--- src/rtl/fss_pkg.sv ---
package fss_pkg;
    typedef enum logic [2:0] {
        ST_RUN   = 3'd0,
        ST_IDLE  = 3'd1,
        ST_IMISS = 3'd2,
        ST_IHELD = 3'd3,
        ST_DMISS = 3'd4
    } seq_state_e;

    localparam int NUM_CNT = 4;
    localparam int CNT_INST = 0;
    localparam int CNT_MREF = 1;
    localparam int CNT_ISTALL = 2;
    localparam int CNT_DSTALL = 3;
endpackage

--- src/rtl/fss_ctrl.sv ---
module fss_ctrl
    import fss_pkg::*;
(
    input  logic       clk,
    input  logic       rst,
    input  logic       run_en,
    input  logic       icache_hit,
    input  logic       dcache_hit,
    input  logic       mem_ref,
    input  logic       fault,
    input  logic       done_pulse,
    output seq_state_e st_q,
    output logic       fetch_req,
    output logic       exec_fire,
    output logic       trap,
    output logic       comp_err,
    output logic [NUM_CNT-1:0] cnt_inc
);
    typedef struct packed {
        seq_state_e st;
    } ctrl_t;

    ctrl_t r_d, r_q;
    logic  active;
    logic  dmiss;

    always_comb begin
        r_d       = r_q;
        active    = (r_q.st == ST_RUN && run_en) || (r_q.st == ST_IHELD);
        fetch_req = (r_q.st == ST_RUN) && run_en;
        trap      = active && fault;
        exec_fire = active && !fault && ((r_q.st == ST_IHELD) || icache_hit);
        dmiss     = exec_fire && mem_ref && !dcache_hit;
        comp_err  = done_pulse && (r_q.st != ST_IMISS) && (r_q.st != ST_DMISS);

        case (r_q.st)
            ST_RUN: begin
                if (!run_en)          r_d.st = ST_IDLE;
                else if (fault)       r_d.st = ST_RUN;
                else if (!icache_hit) r_d.st = ST_IMISS;
                else if (dmiss)       r_d.st = ST_DMISS;
                else                  r_d.st = ST_RUN;
            end
            ST_IDLE:  r_d.st = run_en ? ST_RUN : ST_IDLE;
            ST_IMISS: r_d.st = done_pulse ? ST_IHELD : ST_IMISS;
            ST_IHELD: r_d.st = dmiss ? ST_DMISS : ST_RUN;
            ST_DMISS: r_d.st = done_pulse ? ST_RUN : ST_DMISS;
            default:  r_d.st = ST_RUN;
        endcase

        cnt_inc             = '0;
        cnt_inc[CNT_INST]   = exec_fire;
        cnt_inc[CNT_MREF]   = exec_fire && mem_ref;
        cnt_inc[CNT_ISTALL] = (r_q.st == ST_IMISS);
        cnt_inc[CNT_DSTALL] = (r_q.st == ST_DMISS);
    end

    always_ff @(posedge clk) begin
        if (rst) r_q.st <= ST_RUN;
        else     r_q    <= r_d;
    end

    assign st_q = r_q.st;
endmodule

--- src/rtl/fss_pc_unit.sv ---
module fss_pc_unit #(
    parameter int AW = 32
) (
    input  logic          clk,
    input  logic          rst,
    input  logic [AW-1:0] reset_vec,
    input  logic          advance,
    output logic [AW-1:0] pc,
    output logic [AW-1:0] npc
);
    localparam logic [AW-1:0] STEP = AW'(4);

    typedef struct packed {
        logic [AW-1:0] pc;
        logic [AW-1:0] npc;
    } pc_t;

    pc_t p_d, p_q;

    always_comb begin
        p_d = p_q;
        if (advance) begin
            p_d.pc  = p_q.npc;
            p_d.npc = p_q.npc + STEP;
        end
    end

    always_ff @(posedge clk) begin
        if (rst) begin
            p_q.pc  <= reset_vec;
            p_q.npc <= reset_vec + STEP;
        end else begin
            p_q <= p_d;
        end
    end

    assign pc  = p_q.pc;
    assign npc = p_q.npc;
endmodule

--- src/rtl/fss_counters.sv ---
module fss_counters
    import fss_pkg::*;
#(
    parameter int CW = 16
) (
    input  logic               clk,
    input  logic               rst,
    input  logic [NUM_CNT-1:0] inc,
    output logic [CW-1:0]      cnt [NUM_CNT]
);
    localparam logic [CW-1:0] ONE = CW'(1);

    for (genvar i = 0; i < NUM_CNT; i++) begin : g_cnt
        logic [CW-1:0] c_d, c_q;

        always_comb begin
            c_d = c_q;
            if (inc[i]) c_d = c_q + ONE;
        end

        always_ff @(posedge clk) begin
            if (rst) c_q <= '0;
            else     c_q <= c_d;
        end

        assign cnt[i] = c_q;
    end
endmodule

--- src/rtl/fetch_stall_seq.sv ---
module fetch_stall_seq
    import fss_pkg::*;
#(
    parameter int AW = 32,
    parameter int CW = 16
) (
    input  logic          clk,
    input  logic          rst,
    input  logic [AW-1:0] reset_vec,
    input  logic          run_en,
    input  logic          icache_hit,
    input  logic          dcache_hit,
    input  logic          mem_ref,
    input  logic          fault,
    input  logic          done_pulse,
    output logic          fetch_req,
    output logic [AW-1:0] fetch_addr,
    output logic          fetch_phys,
    output logic          exec_valid,
    output logic          trap,
    output logic          comp_err,
    output logic [2:0]    state,
    output logic [AW-1:0] pc,
    output logic [AW-1:0] npc,
    output logic [CW-1:0] inst_cnt,
    output logic [CW-1:0] mref_cnt,
    output logic [CW-1:0] istall_cnt,
    output logic [CW-1:0] dstall_cnt
);
    localparam logic [AW-1:0] WORD_MASK = ~AW'(3);

    seq_state_e         st;
    logic [NUM_CNT-1:0] inc;
    logic [CW-1:0]      cnt [NUM_CNT];

    fss_ctrl u_ctrl (
        .clk        (clk),
        .rst        (rst),
        .run_en     (run_en),
        .icache_hit (icache_hit),
        .dcache_hit (dcache_hit),
        .mem_ref    (mem_ref),
        .fault      (fault),
        .done_pulse (done_pulse),
        .st_q       (st),
        .fetch_req  (fetch_req),
        .exec_fire  (exec_valid),
        .trap       (trap),
        .comp_err   (comp_err),
        .cnt_inc    (inc)
    );

    fss_pc_unit #(.AW(AW)) u_pc (
        .clk       (clk),
        .rst       (rst),
        .reset_vec (reset_vec),
        .advance   (exec_valid),
        .pc        (pc),
        .npc       (npc)
    );

    fss_counters #(.CW(CW)) u_cnt (
        .clk (clk),
        .rst (rst),
        .inc (inc),
        .cnt (cnt)
    );

    assign state      = st;
    assign fetch_addr = pc & WORD_MASK;
    assign fetch_phys = pc[0];
    assign inst_cnt   = cnt[CNT_INST];
    assign mref_cnt   = cnt[CNT_MREF];
    assign istall_cnt = cnt[CNT_ISTALL];
    assign dstall_cnt = cnt[CNT_DSTALL];
endmodule

--- config.mk ---
export PLATFORM = sky130hd
export DESIGN_NAME = fetch_stall_seq
export DESIGN_NICKNAME = d
export VERILOG_FILES = /design/src/rtl/fss_pkg.sv /design/src/rtl/fss_ctrl.sv /design/src/rtl/fss_pc_unit.sv /design/src/rtl/fss_counters.sv /design/src/rtl/fetch_stall_seq.sv
export SDC_FILE = /design/constraint.sdc
export NUM_CORES = 1
export LEC_CHECK = 0
export BUFFER_PORTS_ARGS = -buffer_cell sky130_fd_sc_hd__buf_2
export CORE_UTILIZATION = 45
export CTS_CLUSTER_SIZE = 25
export DETAILED_ROUTE_END_ITERATION = 6
export PLACE_DENSITY = 0.75
export RECOVER_POWER = 100
export SLEW_MARGIN = 15
export SYNTH_ARGS = -nofsm -noshare
export SYNTH_HDL_FRONTEND = slang
export SYNTH_HIERARCHICAL = 1
export SYNTH_SLANG_ARGS = --single-unit
--- constraint.sdc ---
create_clock -name clk -period 4.3 [get_ports clk]
set_clock_uncertainty 0.15 [all_clocks]
set_input_delay 0.86 -clock clk [delete_from_list [all_inputs] [get_ports clk]]
set_output_delay 0.86 -clock clk [all_outputs]
set_load 0.02 [all_outputs]
==> results_dict.tcl, run 1 <==
set metrics [dict create \
    cts_made_buffers 17 \
    period_share_pct 77.6 \
    ys_top_cells_by_count "nor2_1, dfxtp_1, edfxtp_1" \
    nFillCells 1344 \
    cts_buffer_depth 2 \
    firstDrtPassIters 4 \
    ys.flop_type "dfxtp_1" \
    synthArstFlopShare_pct 0 \
    grt_max_degree 108 \
    final_hold_viol_count 0 \
    crit_path_end "u_pc/pc[24]$_DFFE_PN_" \
    yosysWarnings 6 \
    fin_nets 842 \
    synth_area_mm2 0.00658 \
    fp.dieW_um 123 \
    regArea_mm2 0.00326 \
    hpwlAfterDp_mm 10.5 \
    synth.most_common_cell "nor2_1" \
    drc_errors 0 \
    ant_nets 0 \
    final_util_pct 55.7 \
    crit_type "in2reg" \
    fin_tns_setup_ps 0 \
    synth_seq_area_share_pct 49.6 \
    routedWlPerCell_um 15.2 \
    core-area_mm2 0.0141 \
    syn_area_per_cell_um2 10.5 \
    drt-initial-drc-count 331 \
    rows 43 \
    initial_utilization_pct 46.7 \
    synth_edf_count 64 \
    clk_latency_ps 410 \
    cts_tree "built" \
    grt_pass1_vias 4857 \
    place_ws_ps 1010 \
    setup_viol 0 \
    drive_gt1_share_pct 11.7 \
    die_height_um 123 \
    syn_inst 625 \
    hp-class "reg2reg" \
    die_area_mm2 0.0151 \
    synth.distinct_cells 57 \
    synth_top_area_cell "edfxtp_1" \
    grt_pass1_wl_mm 23.6 \
    cts.repair.resized 0 \
    fin_ws_ps 964 \
    h-tree-depth 4 \
    grt_overflow 0 \
    worstMarginPinSlew_ps 1540 \
    clock_sinks 131 \
    via_per_inst 5.30 \
    place.gp.congestion 0.843 \
    vias 5253 \
    crit_start "run_en" \
    power.leakage_nw 2.79 \
    status "finished with violations" \
    area_growth_syn_to_layout_pct 19.5 \
    boundaryPins 208 \
    multi_input_area_mm2 0.00278 \
    clockRootBuffer "clkbuf_16" \
    reg2reg_from "u_ctrl/st_q[1]$_SDFF_PP0_" \
    p_total_mw 3.40 \
    ctsHoldBuffers 0 \
    r2r_slack_ps 1130 \
    grt.total_usage_pct 20.1 \
    ys_ff_latch 131 \
    fmax_mhz 300 \
    antenna_found_initial 0 \
    cts.clk_slew.worst_paths_ps 60 \
    ir_worst_vdd_mv 0.219 \
    p_per_area_mw_per_mm2 433 \
    hold_depth 2 \
    min_period_ps 3340 \
    startpoint_type "input port" \
    wl_mm 15.0 \
    rsz0062_at_grt "false" \
    synth_area_leaders "edfxtp_1, dfxtp_1, xnor2_1" \
    reg2reg_to "u_pc/pc[24]$_DFFE_PN_" \
    synth_top_area_share_pct 29.2 \
    cp_max_fo 62 \
    rr_worst_depth 6 \
    worstPathRequired_ps 4160 \
    max_slew_margin_pct -2.99 \
    worstSetupEndpointType "flop" \
    violations "capacitance limit, slew limit" \
    maxCapViolations 1 \
    drv_slew 63 \
    cp.arrival_ps 3200 \
    numPortBuffers 205 \
    post_cts_buffers 0 \
    fin_hold_ws_ps 336 \
]
## cell usage in the layout (no fill, tap or decap), types with 3 or more instances in the layout
master     count
clkbuf_1     167
nor2_1        73
dfxtp_1       67
edfxtp_1      64
nand2_1       41
buf_2         39
xnor2_1       37
xor2_1        32
nand3_1       30
clkbuf_16     22
nand4_1       22
mux2_1        20
a21oi_1       19
nor3_1        18
inv_1         15
nor4_1        13
o21ai_0       10
or3_1         10
mux2i_1        8
mux2_2         8
nand3b_1       7
nor2b_1        6
and3_1         5
nor3b_1        5
ha_1           5
and2_0         5
a21o_1         4
nand4b_1       4
and4_1         3
nand2b_1       3
or2_2          3
a31oi_1        3
## worst min-delay path by stage
stage | start | endpoint | slack, ps
2_1_floorplan | u_cnt/g_cnt[0].c_q[15]$_SDFFE_PP0P_ | u_cnt/g_cnt[0].c_q[15]$_SDFFE_PP0P_ | 400
3_3_place_gp | u_cnt/g_cnt[2].c_q[15]$_SDFFE_PP0P_ | u_cnt/g_cnt[2].c_q[15]$_SDFFE_PP0P_ | 320
3_5_place_dp | u_cnt/g_cnt[2].c_q[15]$_SDFFE_PP0P_ | u_cnt/g_cnt[2].c_q[15]$_SDFFE_PP0P_ | 330
4_1_cts | u_cnt/g_cnt[2].c_q[15]$_SDFFE_PP0P_ | u_cnt/g_cnt[2].c_q[15]$_SDFFE_PP0P_ | 340
5_1_grt | u_cnt/g_cnt[0].c_q[15]$_SDFFE_PP0P_ | u_cnt/g_cnt[0].c_q[15]$_SDFFE_PP0P_ | 380
6_report | u_cnt/g_cnt[0].c_q[15]$_SDFFE_PP0P_ | u_cnt/g_cnt[0].c_q[15]$_SDFFE_PP0P_ | 340
## power breakdown
group	switching, mW	internal [mW]	leakage, nW
combinational	0.260	0.109	1.29
sequential	0.0536	1.39	1.17
clock	0.538	1.05	0.336
## layer usage
layer	share of wire [%]	vias up	wire [um]	GRT usage, %
li1	-	2545	-	-
met1	43	2470	6460	24.7
met2	48	220	7160	33.3
met3	7.9	18	1190	6.13
met4	1.4	0	206	7.09
met5	0	-	0	0
## stage by stage
stage / cell area (um^2) / instances
2_1_floorplan: 6580 / 626
3_3_place_gp: 7490 / 958
3_5_place_dp: 7490 / 958
4_1_cts: 8160 / 990
5_1_grt: 7860 / 990
6_report: 7860 / 991
## worst max-delay path, stage by stage
cell,delay [ps]
clkbuf_1,170
and4bb_2,270
nor2_1,60
nor3_1,130
clkbuf_1,380
or2_2,180
clkbuf_2,1090
## area by class of cell
cell class,count,share of cell area [%]
diodes,1,0.0318
clock buffers,24,7.25
clock inverters,8,1.31
inverters,15,0.717
multi-input cells,423,35.4
flip-flops and latches,131,41.5
well taps,180,2.87
repair buffers,209,10.9
## state kept, by name, summed over array words and instances, names as in the netlist
register and cells:
u_pc/pc 32, u_ctrl/st_q 3, u_cnt/g_cnt.c_q 64, u_pc/npc 32
## kinds of logic after synthesis
logic type / count (synthesis) / share of synthesized area (%)
DFF: 131 / 49.6
other: 1 / 0.0570
xor gates and xnor gates: 69 / 9.19
adders and majority gates: 5 / 0.951
AOI/OAI and AO/OA: 51 / 4.89
muxes: 36 / 6.01
buffers and inverters: 72 / 6.85
and+or+nand+nor: 260 / 22.4
No activity file was read; power rests on OpenSTA's default activity.
==> run 2: changes to the inputs <==
Settings changed: PLACE_DENSITY 0.75 to 0.78.
Clock period 4.3 ns to 2.9 ns, I/O delays scaled along.
==> results_dict.tcl, run 2 (synthesis results as in run 1) <==
set metrics [dict create \
    initial_utilization_pct 46.7 \
    critPathBufInv 2 \
    period_share_pct 90.9 \
    worstPathRequired_ps 2910 \
    grt_overflow 0 \
    p_comb_share_pct 11.7 \
    netSwitchingPower_mw 1.23 \
    antenna_found_initial 1 \
    rsz0062_at_grt "false" \
    firstDrtPassIters 5 \
    place.gp.congestion 0.841 \
    mostFrequentLayoutCells "clkbuf_1, nor2_1, dfxtp_1" \
    hp-class "in2reg" \
    multi_input_area_mm2 0.00287 \
    rows 43 \
    reg2reg_from "u_ctrl/st_q[1]$_SDFF_PP0_" \
    status "finished, final reports clean" \
    p_total_mw 4.73 \
    hold_depth 2 \
    place_area_mm2 0.00760 \
    cts.repair.resized 0 \
    wl_mm 15.2 \
    startpoint_type "input port" \
    clk_latency_ps 420 \
    clockRootBuffer "clkbuf_16" \
    routedWlPerCell_um 15.1 \
    regArea_mm2 0.00326 \
    ctsHoldBuffers 0 \
    grt_pass1_wl_mm 23.1 \
    netSwitchingFraction_pct 26.1 \
    die_area_mm2 0.0151 \
    crit_chain "buf_4 -> clkbuf_1 -> nand3_1 -> a222oi_1 -> nand3_4 -> nor4_4 -> xor2_1" \
    ant_nets 0 \
    cp.arrival_ps 2640 \
    boundaryPins 208 \
    rr_worst_depth 5 \
    numPortBuffers 205 \
    drv_slew 0 \
    cts_buffer_depth 2 \
    largest_reg_flops 64 \
    clkPwrFrac_pct 42.9 \
    setup_viol 0 \
    internal_power_mw 3.50 \
    cts_tree "built" \
    fmax_mhz 379 \
    stdcell_area_mm2 0.00789 \
    nFillCells 1312 \
    via_per_inst 5.24 \
    vias 5250 \
    worstMarginPinSlew_ps 1460 \
    drive_gt1_share_pct 13.4 \
    clock_sinks 131 \
    drt-initial-drc-count 351 \
    worst-path-stages 7 \
    power.leakage_nw 2.81 \
    final_common_cell "clkbuf_1" \
    p_seq_share_pct 45.3 \
    min_period_ps 2640 \
    crit_start "rst" \
    worstSetupEndpointType "flop" \
    post_cts_buffers 0 \
    final_util_pct 56.0 \
    hpwlAfterDp_mm 11.0 \
    fin_tns_setup_ps 0 \
    crit_family "buffers and inverters" \
    drc_errors 0 \
    grt_max_degree 63 \
    grt_pass1_vias 4696 \
    final_hold_viol_count 0 \
    cpPeakStageDelay_ps 540 \
    fp.dieW_um 123 \
    ir_worst_vdd_mv 0.321 \
    die_height_um 123 \
    cp_max_fo 30 \
    diodes 0 \
    area_growth_syn_to_layout_pct 19.9 \
    min-delay-start "reset_vec[1]" \
    critPathSlowestCell "clkbuf_1" \
    max_slew_margin_pct 2.63 \
    top_regs "u_cnt/g_cnt.c_q: 64 flops, u_pc/npc: 32 flops, u_pc/pc: 32 flops" \
    cts_made_buffers 17 \
    grt.total_usage_pct 20.1 \
    core-area_mm2 0.0141 \
    fin_nets 853 \
    h-tree-depth 4 \
    p_per_area_mw_per_mm2 600 \
    largest-register "u_cnt/g_cnt.c_q" \
    cts.clk_slew.worst_paths_ps 60 \
    maxCapViolations 0 \
    crit_type "in2reg" \
]
## run 2: changes by cell type in the layout (fill, tap and decap cells not counted), sizes merged
cell | previous run | this run
bufinv | 2 | 0
buf | 41 | 46
clkbuf | 192 | 199
diode | 1 | 0
clkinv | 4 | 5
clkinvlp | 0 | 1
inv | 17 | 16
## run 2: worst paths after layout
path	end	slack [ps]
worst max-delay path	u_pc/npc[30]$_DFFE_PN_	260
worst min-delay path	u_pc/npc[1]$_DFFE_PP_	320
worst max register to register	u_pc/npc[12]$_DFFE_PN_	460
worst min register to register	u_cnt/g_cnt[0].c_q[15]$_SDFFE_PP0P_	350
## run 2: worst reg2reg max path, delay by kind of cell, from the launching register on
kind,cells,cell delay [ps]
buffers and inverters,1,680
AND/OR/NAND/NOR,4,820
flip-flops,1,370
## run 2: per-stage QoR
stage	std cells	hold slack [ps]	worst slack, ps
floorplan	626	405	0.798
global placement	969	324	257
detailed placement	969	332	211
CTS	1001	298	387
global route	1001	302	155
finish	1001	318	263
## run 2: area by class of cell
type | count | area share (%)
Sequential cell | 131 | 41.4
Clock buffer | 25 | 6.74
Timing Repair Buffer | 220 | 11.4
Inverter | 15 | 0.714
Clock inverter | 7 | 0.539
Multi-Input combinational cell | 423 | 36.4
Tap cell | 180 | 2.85
## run 2: layer usage
| layer | wire [um] | vias up | part of all wire, % | global-route usage (%) |
|---|---|---|---|---|
| li1 | - | 2564 | - | - |
| met1 | 6600 | 2460 | 44 | 24.6 |
| met4 | 196 | 2 | 1.3 | 8.00 |
| met3 | 1060 | 16 | 7.0 | 5.63 |
| met5 | 17 | - | 0.11 | 0 |
| met2 | 7290 | 208 | 48 | 33.4 |
## run 2: power groups by stage
stage | registers (mW) | logic, mW | clock network [mW]
after global routing | 2.16 | 0.604 | 2.15
after global placement | 2.18 | 0.600 | 0
after detailed placement | 2.18 | 0.607 | 0
final | 2.14 | 0.556 | 2.03
after floorplan | 2.28 | 0.330 | 0
after CTS | 2.14 | 0.610 | 2.08
